<file path="src/rtl/readout_seq_pkg.sv">
package readout_seq_pkg;

  typedef enum logic [1:0] {
    ST_IDLE  = 2'd0,
    ST_CHECK = 2'd1,
    ST_WAIT  = 2'd2
  } seq_state_t;

  // Flat lookup index: channel fastest, card slowest.
  function automatic int unsigned flat_index(input int unsigned card,
                                             input int unsigned asic,
                                             input int unsigned chan,
                                             input int unsigned n_asic,
                                             input int unsigned n_chan);
    return (card * n_asic + asic) * n_chan + chan;
  endfunction

endpackage

</file>
<file path="src/rtl/seq_index_walk.sv">
module seq_index_walk #(
  parameter int NCARD = 6,
  parameter int NASIC = 4,
  parameter int NCHAN = 79,
  localparam int CARD_W = $clog2(NCARD),
  localparam int ASIC_W = $clog2(NASIC),
  localparam int CHAN_W = $clog2(NCHAN)
) (
  input  logic              clk,
  input  logic              rst_n,
  input  logic              clear,
  input  logic              step,
  output logic [CARD_W-1:0] card,
  output logic [ASIC_W-1:0] asic,
  output logic [CHAN_W-1:0] chan,
  output logic              last
);
  localparam logic [CARD_W-1:0] CARD_MAX = CARD_W'(NCARD - 1);
  localparam logic [ASIC_W-1:0] ASIC_MAX = ASIC_W'(NASIC - 1);
  localparam logic [CHAN_W-1:0] CHAN_MAX = CHAN_W'(NCHAN - 1);

  logic chan_wrap, asic_wrap;
  assign chan_wrap = (chan == CHAN_MAX);
  assign asic_wrap = (asic == ASIC_MAX);
  assign last      = chan_wrap && asic_wrap && (card == CARD_MAX);

  always_ff @(posedge clk) begin
    if (!rst_n || clear) begin
      card <= '0;
      asic <= '0;
      chan <= '0;
    end else if (step) begin
      if (chan_wrap) begin
        chan <= '0;
        if (asic_wrap) begin
          asic <= '0;
          card <= (card == CARD_MAX) ? '0 : card + 1'b1;
        end else begin
          asic <= asic + 1'b1;
        end
      end else begin
        chan <= chan + 1'b1;
      end
    end
  end
endmodule

</file>
<file path="src/rtl/seq_reply_track.sv">
module seq_reply_track #(
  parameter int NLINK = 4
) (
  input  logic             clk,
  input  logic             rst_n,
  input  logic             load,
  input  logic [NLINK-1:0] load_mask,
  input  logic             in_wait,
  input  logic [NLINK-1:0] eop,
  input  logic             tmo_hit,
  input  logic             clr_flags,
  output logic             all_done,
  output logic [NLINK-1:0] tmo_flag
);
  logic [NLINK-1:0] pending;

  assign all_done = ~|(pending & ~eop);

  for (genvar i = 0; i < NLINK; i++) begin : g_link
    always_ff @(posedge clk) begin
      if (!rst_n) begin
        pending[i] <= 1'b0;
      end else if (load) begin
        pending[i] <= load_mask[i];
      end else if (in_wait && eop[i]) begin
        pending[i] <= 1'b0;
      end
    end

    always_ff @(posedge clk) begin
      if (!rst_n || clr_flags) begin
        tmo_flag[i] <= 1'b0;
      end else if (tmo_hit && pending[i] && !eop[i]) begin
        tmo_flag[i] <= 1'b1;
      end
    end
  end
endmodule

</file>
<file path="src/rtl/seq_reply_timer.sv">
module seq_reply_timer #(
  parameter int TMO_W = 16
) (
  input  logic             clk,
  input  logic             rst_n,
  input  logic             load,
  input  logic [TMO_W-1:0] limit,
  input  logic             run,
  output logic             expired
);
  logic [TMO_W-1:0] cnt;

  assign expired = (cnt == '0);

  always_ff @(posedge clk) begin
    if (!rst_n) begin
      cnt <= '0;
    end else if (load) begin
      cnt <= limit;
    end else if (run && !expired) begin
      cnt <= cnt - 1'b1;
    end
  end
endmodule

</file>
<file path="src/rtl/readout_seq.sv">
module readout_seq
  import readout_seq_pkg::*;
#(
  parameter int NLINK     = 4,
  parameter int NCARD     = 6,
  parameter int NASIC     = 4,
  parameter int NCHAN     = 79,
  parameter int FREE_W    = 16,
  parameter int SPACE_MIN = 2048,
  parameter int TMO_W     = 16,
  localparam int CARD_W = $clog2(NCARD),
  localparam int ASIC_W = $clog2(NASIC),
  localparam int CHAN_W = $clog2(NCHAN),
  localparam int ADDR_W = $clog2(NCARD * NASIC * NCHAN),
  localparam int WORD_W = 1 + CARD_W + ASIC_W + CHAN_W
) (
  input  logic                    clk,
  input  logic                    rst_n,
  input  logic                    start_evt,
  input  logic                    abort,
  input  logic [NLINK-1:0]        send_en,
  input  logic [NLINK-1:0]        zs_mask,
  input  logic [TMO_W-1:0]        tmo_limit,
  input  logic [NLINK*FREE_W-1:0] fifo_free,
  output logic [ADDR_W-1:0]       lut_addr,
  input  logic                    lut_skip,
  input  logic [NLINK-1:0]        rx_eop,
  output logic [NLINK-1:0]        req_valid,
  output logic [NLINK*WORD_W-1:0] req_word,
  output logic [NLINK-1:0]        tmo_flag,
  output logic                    busy,
  output logic                    stalled,
  output logic                    evt_done
);
  seq_state_t state, state_nx;

  logic [CARD_W-1:0] card;
  logic [ASIC_W-1:0] asic;
  logic [CHAN_W-1:0] chan;
  logic              last;

  // Named internal events (also observed by the bound checker)
  logic             start_acc, in_check, in_wait;
  logic             skip_now, issue, wait_end, tmo_hit;
  logic             advance, step, finish;
  logic             all_done, expired, space_low;
  logic [NLINK-1:0] link_low;

  for (genvar i = 0; i < NLINK; i++) begin : g_space
    assign link_low[i] = (fifo_free[i*FREE_W +: FREE_W] <= FREE_W'(SPACE_MIN));
  end
  assign space_low = |link_low;

  assign start_acc = (state == ST_IDLE) && start_evt;
  assign in_check  = (state == ST_CHECK);
  assign in_wait   = (state == ST_WAIT);
  assign skip_now  = in_check && !abort && lut_skip;
  assign stalled   = in_check && !abort && !lut_skip && space_low;
  assign issue     = in_check && !abort && !lut_skip && !space_low;
  assign wait_end  = in_wait && !abort && (all_done || expired);
  assign tmo_hit   = in_wait && !abort && !all_done && expired;
  assign advance   = skip_now || wait_end;
  assign step      = advance && !last;
  assign finish    = advance && last;
  assign busy      = (state != ST_IDLE);

  assign lut_addr = ADDR_W'(flat_index(32'(card), 32'(asic), 32'(chan),
                                       NASIC, NCHAN));

  seq_index_walk #(.NCARD(NCARD), .NASIC(NASIC), .NCHAN(NCHAN)) u_walk (
    .clk  (clk),
    .rst_n(rst_n),
    .clear(start_acc),
    .step (step),
    .card (card),
    .asic (asic),
    .chan (chan),
    .last (last)
  );

  seq_reply_track #(.NLINK(NLINK)) u_track (
    .clk      (clk),
    .rst_n    (rst_n),
    .load     (issue),
    .load_mask(send_en),
    .in_wait  (in_wait),
    .eop      (rx_eop),
    .tmo_hit  (tmo_hit),
    .clr_flags(start_acc),
    .all_done (all_done),
    .tmo_flag (tmo_flag)
  );

  seq_reply_timer #(.TMO_W(TMO_W)) u_timer (
    .clk    (clk),
    .rst_n  (rst_n),
    .load   (issue),
    .limit  (tmo_limit),
    .run    (in_wait),
    .expired(expired)
  );

  always_comb begin
    state_nx = state;
    unique case (state)
      ST_IDLE:  if (start_evt) state_nx = ST_CHECK;
      ST_CHECK: begin
        if (abort)       state_nx = ST_IDLE;
        else if (issue)  state_nx = ST_WAIT;
        else if (finish) state_nx = ST_IDLE;
      end
      ST_WAIT: begin
        if (abort)         state_nx = ST_IDLE;
        else if (wait_end) state_nx = last ? ST_IDLE : ST_CHECK;
      end
      default: state_nx = ST_IDLE;
    endcase
  end

  always_ff @(posedge clk) begin
    if (!rst_n) begin
      state     <= ST_IDLE;
      req_valid <= '0;
      evt_done  <= 1'b0;
    end else begin
      state     <= state_nx;
      req_valid <= issue ? send_en : '0;
      evt_done  <= finish;
    end
  end

  for (genvar i = 0; i < NLINK; i++) begin : g_word
    always_ff @(posedge clk) begin
      if (!rst_n) begin
        req_word[i*WORD_W +: WORD_W] <= '0;
      end else if (issue) begin
        req_word[i*WORD_W +: WORD_W] <= {zs_mask[i], card, asic, chan};
      end
    end
  end
endmodule

</file>
<file path="config.mk">
export PLATFORM = sky130hd
export DESIGN_NAME = readout_seq
export DESIGN_NICKNAME = d
export VERILOG_FILES = /design/src/rtl/readout_seq_pkg.sv /design/src/rtl/seq_index_walk.sv /design/src/rtl/seq_reply_track.sv /design/src/rtl/seq_reply_timer.sv /design/src/rtl/readout_seq.sv
export SDC_FILE = /design/constraint.sdc
export NUM_CORES = 1
export LEC_CHECK = 0
export BUFFER_PORTS_ARGS = -buffer_cell sky130_fd_sc_hd__buf_4
export CORE_ASPECT_RATIO = 1.4
export CORE_MARGIN = 2
export CORE_UTILIZATION = 44
export DETAILED_ROUTE_END_ITERATION = 12
export PLACE_DENSITY_LB_ADDON = 0.2
export REMOVE_ABC_BUFFERS = 1
export SLEW_MARGIN = 20
export SYNTH_ARGS = -nofsm -noshare
export SYNTH_HDL_FRONTEND = slang
export SYNTH_SLANG_ARGS = --single-unit
</file>
<file path="constraint.sdc">
create_clock -name clk -period 4.5 [get_ports clk]
set_input_delay 0.9 -clock clk [delete_from_list [all_inputs] [get_ports clk]]
set_output_delay 0.9 -clock clk [all_outputs]
set_load 0.005 [all_outputs]
</file>
==> metrics, run 1 <==
most frequent cell after synthesis=dfxtp_1; post-route clock period utilization=110%; initial core utilization=around 45%; pin count of the biggest net entering global routing=43; Die Y=approximately 120 um; average wire per standard cell=between 15 and 20 um; CP dominant cell by count=ha_4; IO buf count=170; register area=about 1200 um2; die area=10,100 um2; Max Cap Violations=0; Hold WS=0.463 ns; Vias=3,984; Syn Area/Cell=around 8.5 um2; root buf cell=clkbuf_16; vias per cell=approximately 5.4; worst slew pin tran=0.893 ns; Worst Path Arrival=4.06 ns; Slew Limit Headroom=40.1%; Die W=about 85 um; synth warn=0; share of flip-flops with an asynchronous set or reset=0%; Clock transition at path regs=~0.050 ns; flops & latches, synth=59; Pins Over Slew Limit=0; status=finished with violations; Setup-failing EPs final=4; fmax=0.201 GHz; setup_tns=-1.37 ns; XOR/XNOR Fraction of Synth Area=approximately 2.8%; Simple-Gate Fraction of Synth Area=22.3%; initial DRC count=225; vias in the first global route=3,940; H-Tree Depth=3; Setup WS pre-CTS=-0.310 ns; total wire length=between 10 and 15 mm; io pins=171; clock sinks=approximately 60; Top FF cell, synth=dfxtp_1; post-route ant nets=0; GR peak layer=met2; Leak=2.86 nW; first-pass GRT wire length=18.3 mm; Tot GR Track Use=between 20 and 25%; main combinational cell family by area after synthesis=simple AND/OR/NAND/NOR gates; top cells by count, synth=59 x dfxtp_1, 42 x inv_1, 37 x buf_4, 37 x nor2_1, 34 x ha_1; multi-input logic area=2510 um2; EDFF count, synth=0; Syn Inst Count=479; peak supply drop=0.309 mV; Cell Area, Synth=4070 um2; nets=768; area grow syn2layout=42.1%; post-synth cell types=59; register area share after synthesis=29.0%; RSZ-0062 raised after global routing=true; Clock Skew=0.00526 ns; fill count=801; largest stage delay on the critical path=0.57 ns; ranking of synthesized cells by area=dfxtp_1 29%, ha_1 10%, buf_4 6.8%; CTS Buf Count=9; mux contribution to synthesized area=4.18%; post-layout minimum cycle time=4.96 ns; grt total ovfl=0; Max Fanout on Critical Path=2; Post-DP HPWL=8.84 mm; Yosys top cell by area=dfxtp_1; Final Instance Area=5790 um2; initial antenna violation count=0; pwr dens=261 nW/um2; top cell type's share of synthesized area=29.0%; cell row count=41; compound-gate portion of the synthesized area=14.9%; CTS tree=yes; crit start category=register; n_diodes=0; layout cell share with drive strength beyond 1=38.2%; fin util=64.1%; adder-cell area share of the yosys netlist=14.4%; core area=about 9000 um2; Slowest-stage cell, CP=fa_2; Hold WC Path Type=register to register; worst-skew pair later-pin latency=approximately 0.32 ns; crit-path cells=inv_2 -> fa_1 -> inv_2 -> ha_4 -> ha_4 -> fa_2 -> ha_4 -> nor2b_4 -> o31a_1 -> or4_4 -> a2111o_1 -> o211a_1 -> buf_6; Hold Fails Final Rpt=0; Routability Congestion=0.829; DP Area=roughly 5300 um2; DRC=0; met2 usage=39.9%; DRT Pass-1 Iters=5; Setup WS post-layout=-0.465 ns; crit path capture type=primary output; Setup Crit Path Kind=register to primary output; Crit path required time=~3.6 ns; GR met3 Demand/Resource=3.23%; M1 GR Usage=around a quarter; clock tree buffer depth=2; failing checks=setup timing
==> where the power goes <==
| group | switching (W) | total (W) | internal (W) | leakage (nW) |
|---|---|---|---|---|
| clock | 0.000233 | 0.000747 | 0.000514 | 0.159 |
| combinational | 0.000109 | 0.000214 | 0.000106 | 2.22 |
| sequential | 0.0000132 | 0.000550 | 0.000537 | 0.478 |
| total | 0.000356 | 0.00151 | 0.00116 | 2.86 |
==> cell type report <==
| cell class | count | share of cell area, % |
|---|---|---|
| well taps | 107 | 2.31 |
| inverters | 42 | 2.72 |
| clock inverters | 4 | 1.25 |
| repair buffers | 193 | 25.4 |
| flip-flops and latches | 59 | 20.4 |
| multi-input cells | 324 | 43.4 |
| clock buffers | 12 | 4.43 |
==> layer usage <==
metal | routed length (um) | part of all wire [%]
met5 | 0 | 0
met4 | 181 | 1.6
met3 | 482 | 4.2
met2 | 6100 | 53
met1 | 4760 | 41
==> cells in the final DEF (no fill, tap or decap), types with 8 or more instances in the layout <==
| cell | netlist | final |
|---|---|---|
| nand2_1 | 16 | 15 |
| mux2i_1 | 17 | 17 |
| nor4_1 | 12 | 12 |
| buf_4 | 37 | 189 |
| nand3_1 | 17 | 16 |
| or4_1 | 12 | 10 |
| xnor2_1 | 10 | 8 |
| clkbuf_16 | 0 | 9 |
| nor2_1 | 37 | 37 |
| nand4_1 | 12 | 12 |
| a21oi_1 | 27 | 25 |
| a31oi_1 | 8 | 8 |
| dfxtp_1 | 59 | 57 |
| ha_1 | 34 | 29 |
| nor3_1 | 20 | 20 |
| inv_1 | 42 | 38 |
==> per-stage QoR <==
stage               instances  total power [W]
global placement          717         0.000768
CTS                       743          0.00152
floorplan                 425         0.000668
finish                    741          0.00151
global route              741          0.00156
detailed placement        717         0.000772
==> final timing paths <==
kind                                                       from                              end  slack (ns)  cells past startpoint
worst min-delay path            u_track.pending[0]$_SDFFE_PN0P_  u_track.pending[0]$_SDFFE_PN0P_        0.46                      2
worst min register to register  u_track.pending[0]$_SDFFE_PN0P_  u_track.pending[0]$_SDFFE_PN0P_        0.46                      2
worst max-delay path                u_walk.card[0]$_SDFFE_PP0P_                     lut_addr[10]       -0.46                     13
worst max register to register      u_timer.cnt[6]$_SDFFE_PN0P_     u_timer.cnt[13]$_SDFFE_PN0P_        1.62                      6
==> logic make-up after synthesis <==
family | Yosys count
flops | 59
fa+ha+maj | 42
xor+xnor | 13
compound gates | 89
mux | 17
simple gates | 163
buf+inv | 96
==> flip-flops by register name (all words and copies together), names as in the netlist <==
signal,flops
req_word,16
u_timer.cnt,16
u_walk.chan,7
req_valid,4
u_track.pending,4
u_track.tmo_flag,4
u_walk.card,3
state,2
u_walk.asic,2
evt_done,1
==> worst max-delay path: cells and delay by family, from the launching register on <==
| kind | cells | cell delay (ns) |
|---|---|---|
| compound gates | 3 | 0.83 |
| buf+inv | 3 | 0.22 |
| fa+ha+maj | 5 | 1.81 |
| simple gates | 2 | 0.57 |
| flops | 1 | 0.33 |
==> repair_timing <==
| action | CTS | global route |
|---|---|---|
| hold buffers | 0 | 0 |
| endpoints found under the hold margin | 0 | 0 |
| pin swaps | 13 | 12 |
| endpoints found under the setup margin | 4 | 5 |
| buffers inserted | 10 | 1 |
| resized for setup | 19 | 11 |
(Power assumes the default switching activity.)
==> run 2, diff against run 1 <==
--- a/config.mk
+++ b/config.mk
@@ -12,6 +12,7 @@
 export DETAILED_ROUTE_END_ITERATION = 12
 export PLACE_DENSITY_LB_ADDON = 0.2
 export REMOVE_ABC_BUFFERS = 1
+export SKIP_CTS_REPAIR_TIMING = 1
 export SLEW_MARGIN = 20
 export SYNTH_ARGS = -nofsm -noshare
 export SYNTH_HDL_FRONTEND = slang
==> run 2 against run 1 <==
Net effect:
- the flow still finishes with violations (setup timing)
- sequential power about the same
- non-clock buffer count decreased by 7
- clock power about the same
- count of clock-buffer cells in the layout unchanged
- combinational power about the same
- total power decreased by 0.19%
- first-iteration DRC count decreased by 4.9%
- global-route usage decreased by 0.53 points
==> metrics, run 2 (same netlist as run 1, synthesis figures left out) <==
CTS tree=yes; worst slew pin tran=0.897 ns (+0.00373 ns); Max Fanout on Critical Path=2 (unchanged); Slowest-stage cell, CP=fa_1; die area=10,100 um2 (unchanged); Setup WS post-layout=-0.481 ns (-0.0166 ns); Layout Cells excl Fill=734 (-0.94%); Tot GR Track Use=21.7% (-0.53 points); CTS Buf Count=9 (unchanged); crit start category=register; IO buf count=170 (unchanged); area grow syn2layout=40.7%; vias in the first global route=3,855 (-2.2%); clock tree buffer depth=2 (unchanged); WHS Path Cells=2 (unchanged); Worst R2R Path Depth=6 (unchanged); status=finished with violations; Die Y=118 um (unchanged); initial core utilization=45.1% (unchanged); Setup Crit Path Kind=register to primary output; commonest cells after routing, fill and taps aside=182 x buf_4, 56 x dfxtp_1, 37 x inv_1, 37 x nor2_1, 28 x ha_1; vias per cell=5.36 (-0.26%); post-layout minimum cycle time=4.98 ns (+0.0166 ns); clock power share=49.4% (about the same); hold wc startpoint=u_track.pending[1]$_SDFFE_PN0P_; largest registers=req_word (16), u_timer.cnt (16), u_walk.chan (7); largest stage delay on the critical path=0.52 ns (-0.05 ns); fill count=807 (+0.75%); n_diodes=0 (unchanged); Max Cap Violations=0 (unchanged); fin util=63.5% (-0.67 points); pwr dens=263 nW/um2 (+0.86%); r2r setup slk=1.61 ns (about the same); CP dominant cell by count=inv_2; crit-path cells=inv_2 -> fa_1 -> inv_2 -> ha_4 -> inv_2 -> fa_1 -> fa_1 -> inv_2 -> ha_4 -> o21a_1 -> o31a_1 -> or4_4 -> a2111o_1 -> o211a_1 -> buf_6; crit path capture type=primary output; fmax=0.201 GHz (-0.33%); Worst Path Arrival=4.08 ns (+0.02 ns); root buf cell=clkbuf_16; Setup-failing EPs final=3 (-1); Leak=2.80 nW (-1.9%); clock sinks=59 (unchanged); worst-skew pair later-pin latency=0.32 ns (about the same); cell row count=41 (unchanged); Hold Fails Final Rpt=0 (unchanged); average wire per standard cell=15.5 um (-0.32%); Pins Over Slew Limit=0 (unchanged); post-route clock period utilization=111% (+0.37 points); core area=9030 um2 (unchanged); H-Tree Depth=3 (unchanged); Clock transition at path regs=0.05 ns (about the same); total wire length=11.4 mm (-1.3%); Internal=0.00116 W (about the same); worst r2r dst=u_timer.cnt[13]$_SDFFE_PN0P_; initial DRC count=214 (-4.9%); initial antenna violation count=0 (unchanged); Psw=0.000353 W (-0.79%); Post-DP HPWL=8.84 mm (unchanged); Setup WS pre-CTS=-0.310 ns (unchanged); Reg2Reg Launch Point=u_timer.cnt[6]$_SDFFE_PN0P_; peak supply drop=0.307 mV (-0.64%); grt total ovfl=0 (unchanged); Clock Skew=0.00563 ns (+0.000375 ns); placed cell count=717 (unchanged); Worst Hold End=u_track.pending[1]$_SDFFE_PN0P_; Switching Fraction=23.4% (-0.14 points); post-route ant nets=0 (unchanged); DRC=0 (unchanged); RSZ-0062 raised after global routing=true; Crit path buffers/inverters=5 (+2); multi-input logic area=2500 um2 (-0.35%); layout cell share with drive strength beyond 1=37.2% (-1.0 points); Slew Limit Headroom=39.8% (-0.25 points); Crit path required time=3.60 ns (about the same); register area=1180 um2 (+0.11%); DRT Pass-1 Iters=4 (-1); Comb pwr share=14.2% (about the same); first-pass GRT wire length=17.9 mm (-2.5%); Routability Congestion=0.829 (unchanged); io pins=171 (unchanged); Seq pwr share=36.5% (about the same); Vias=3,936 (-1.2%); Die W=85.3 um (unchanged); commonest non-fill, non-tap cell in the layout=buf_4; pin count of the biggest net entering global routing=43 (unchanged); CP startpoint=u_walk.asic[1]$_SDFFE_PP0P_; nets=761 (-0.91%); Crit path max-delay family=adder cells; failing checks=setup timing; Hold WC Path Type=register to register
==> run 2: cell count changes in the layout (fill, tap and decap cells not counted), sizes merged <==
cell and change:
buf -7
==> run 2: cell type report <==
| cell class | instances | share of cell area [%] |
|---|---|---|
| clock buffer | 12 | 4.48 |
| inverter | 42 | 2.75 |
| multi-input combinational | 324 | 43.7 |
| clock inverter | 4 | 1.27 |
| sequential | 59 | 20.7 |
| tap | 107 | 2.34 |
| timing repair buffer | 186 | 24.8 |
==> run 2: how the worst max path moves through the flow <==
stage | endpoint | slack, ns | cells past startpoint
6_report | lut_addr[10] | -0.48 | 15
3_5_place_dp | lut_addr[10] | -0.31 | 15
2_1_floorplan | lut_addr[10] | -0.19 | 14
3_3_place_gp | lut_addr[10] | -0.25 | 15
5_1_grt | lut_addr[10] | -0.61 | 15
4_1_cts | lut_addr[10] | -0.68 | 15
==> run 2: power groups by stage <==
stage	logic, W	registers (W)	clock network (W)
global placement	0.000209	0.000560	0
global route	0.000233	0.000552	0.000778
detailed placement	0.000212	0.000560	0
CTS	0.000214	0.000550	0.000755
floorplan	0.000110	0.000558	0
finish	0.000214	0.000550	0.000745
==> run 2: metrics by stage <==
stage	hold slack, ns	TNS [ns]	instance area (um2)	total power [W]
2_1_floorplan	0.443	-0.190	3730	0.000668
3_3_place_gp	0.453	-0.364	5270	0.000768
3_5_place_dp	0.454	-0.515	5270	0.000772
4_1_cts	0.460	-1.78	5600	0.00152
5_1_grt	0.497	-1.58	5730	0.00156
6_report	0.463	-1.08	5730	0.00151
==> run 2: tightest hold or removal path: stages, from the launching register on <==
cell and delay, ns:
dfxtp_1 0.30, nand3_1 0.06, a21oi_1 0.06
==> run 2: routing by layer <==
metal	track usage, %	vias up	routed length (um)
li1	-	1976	-
met1	26.3	1837	4670
met2	38.2	106	5970
met3	3.23	17	492
met4	8.23	0	256
met5	0	-	0
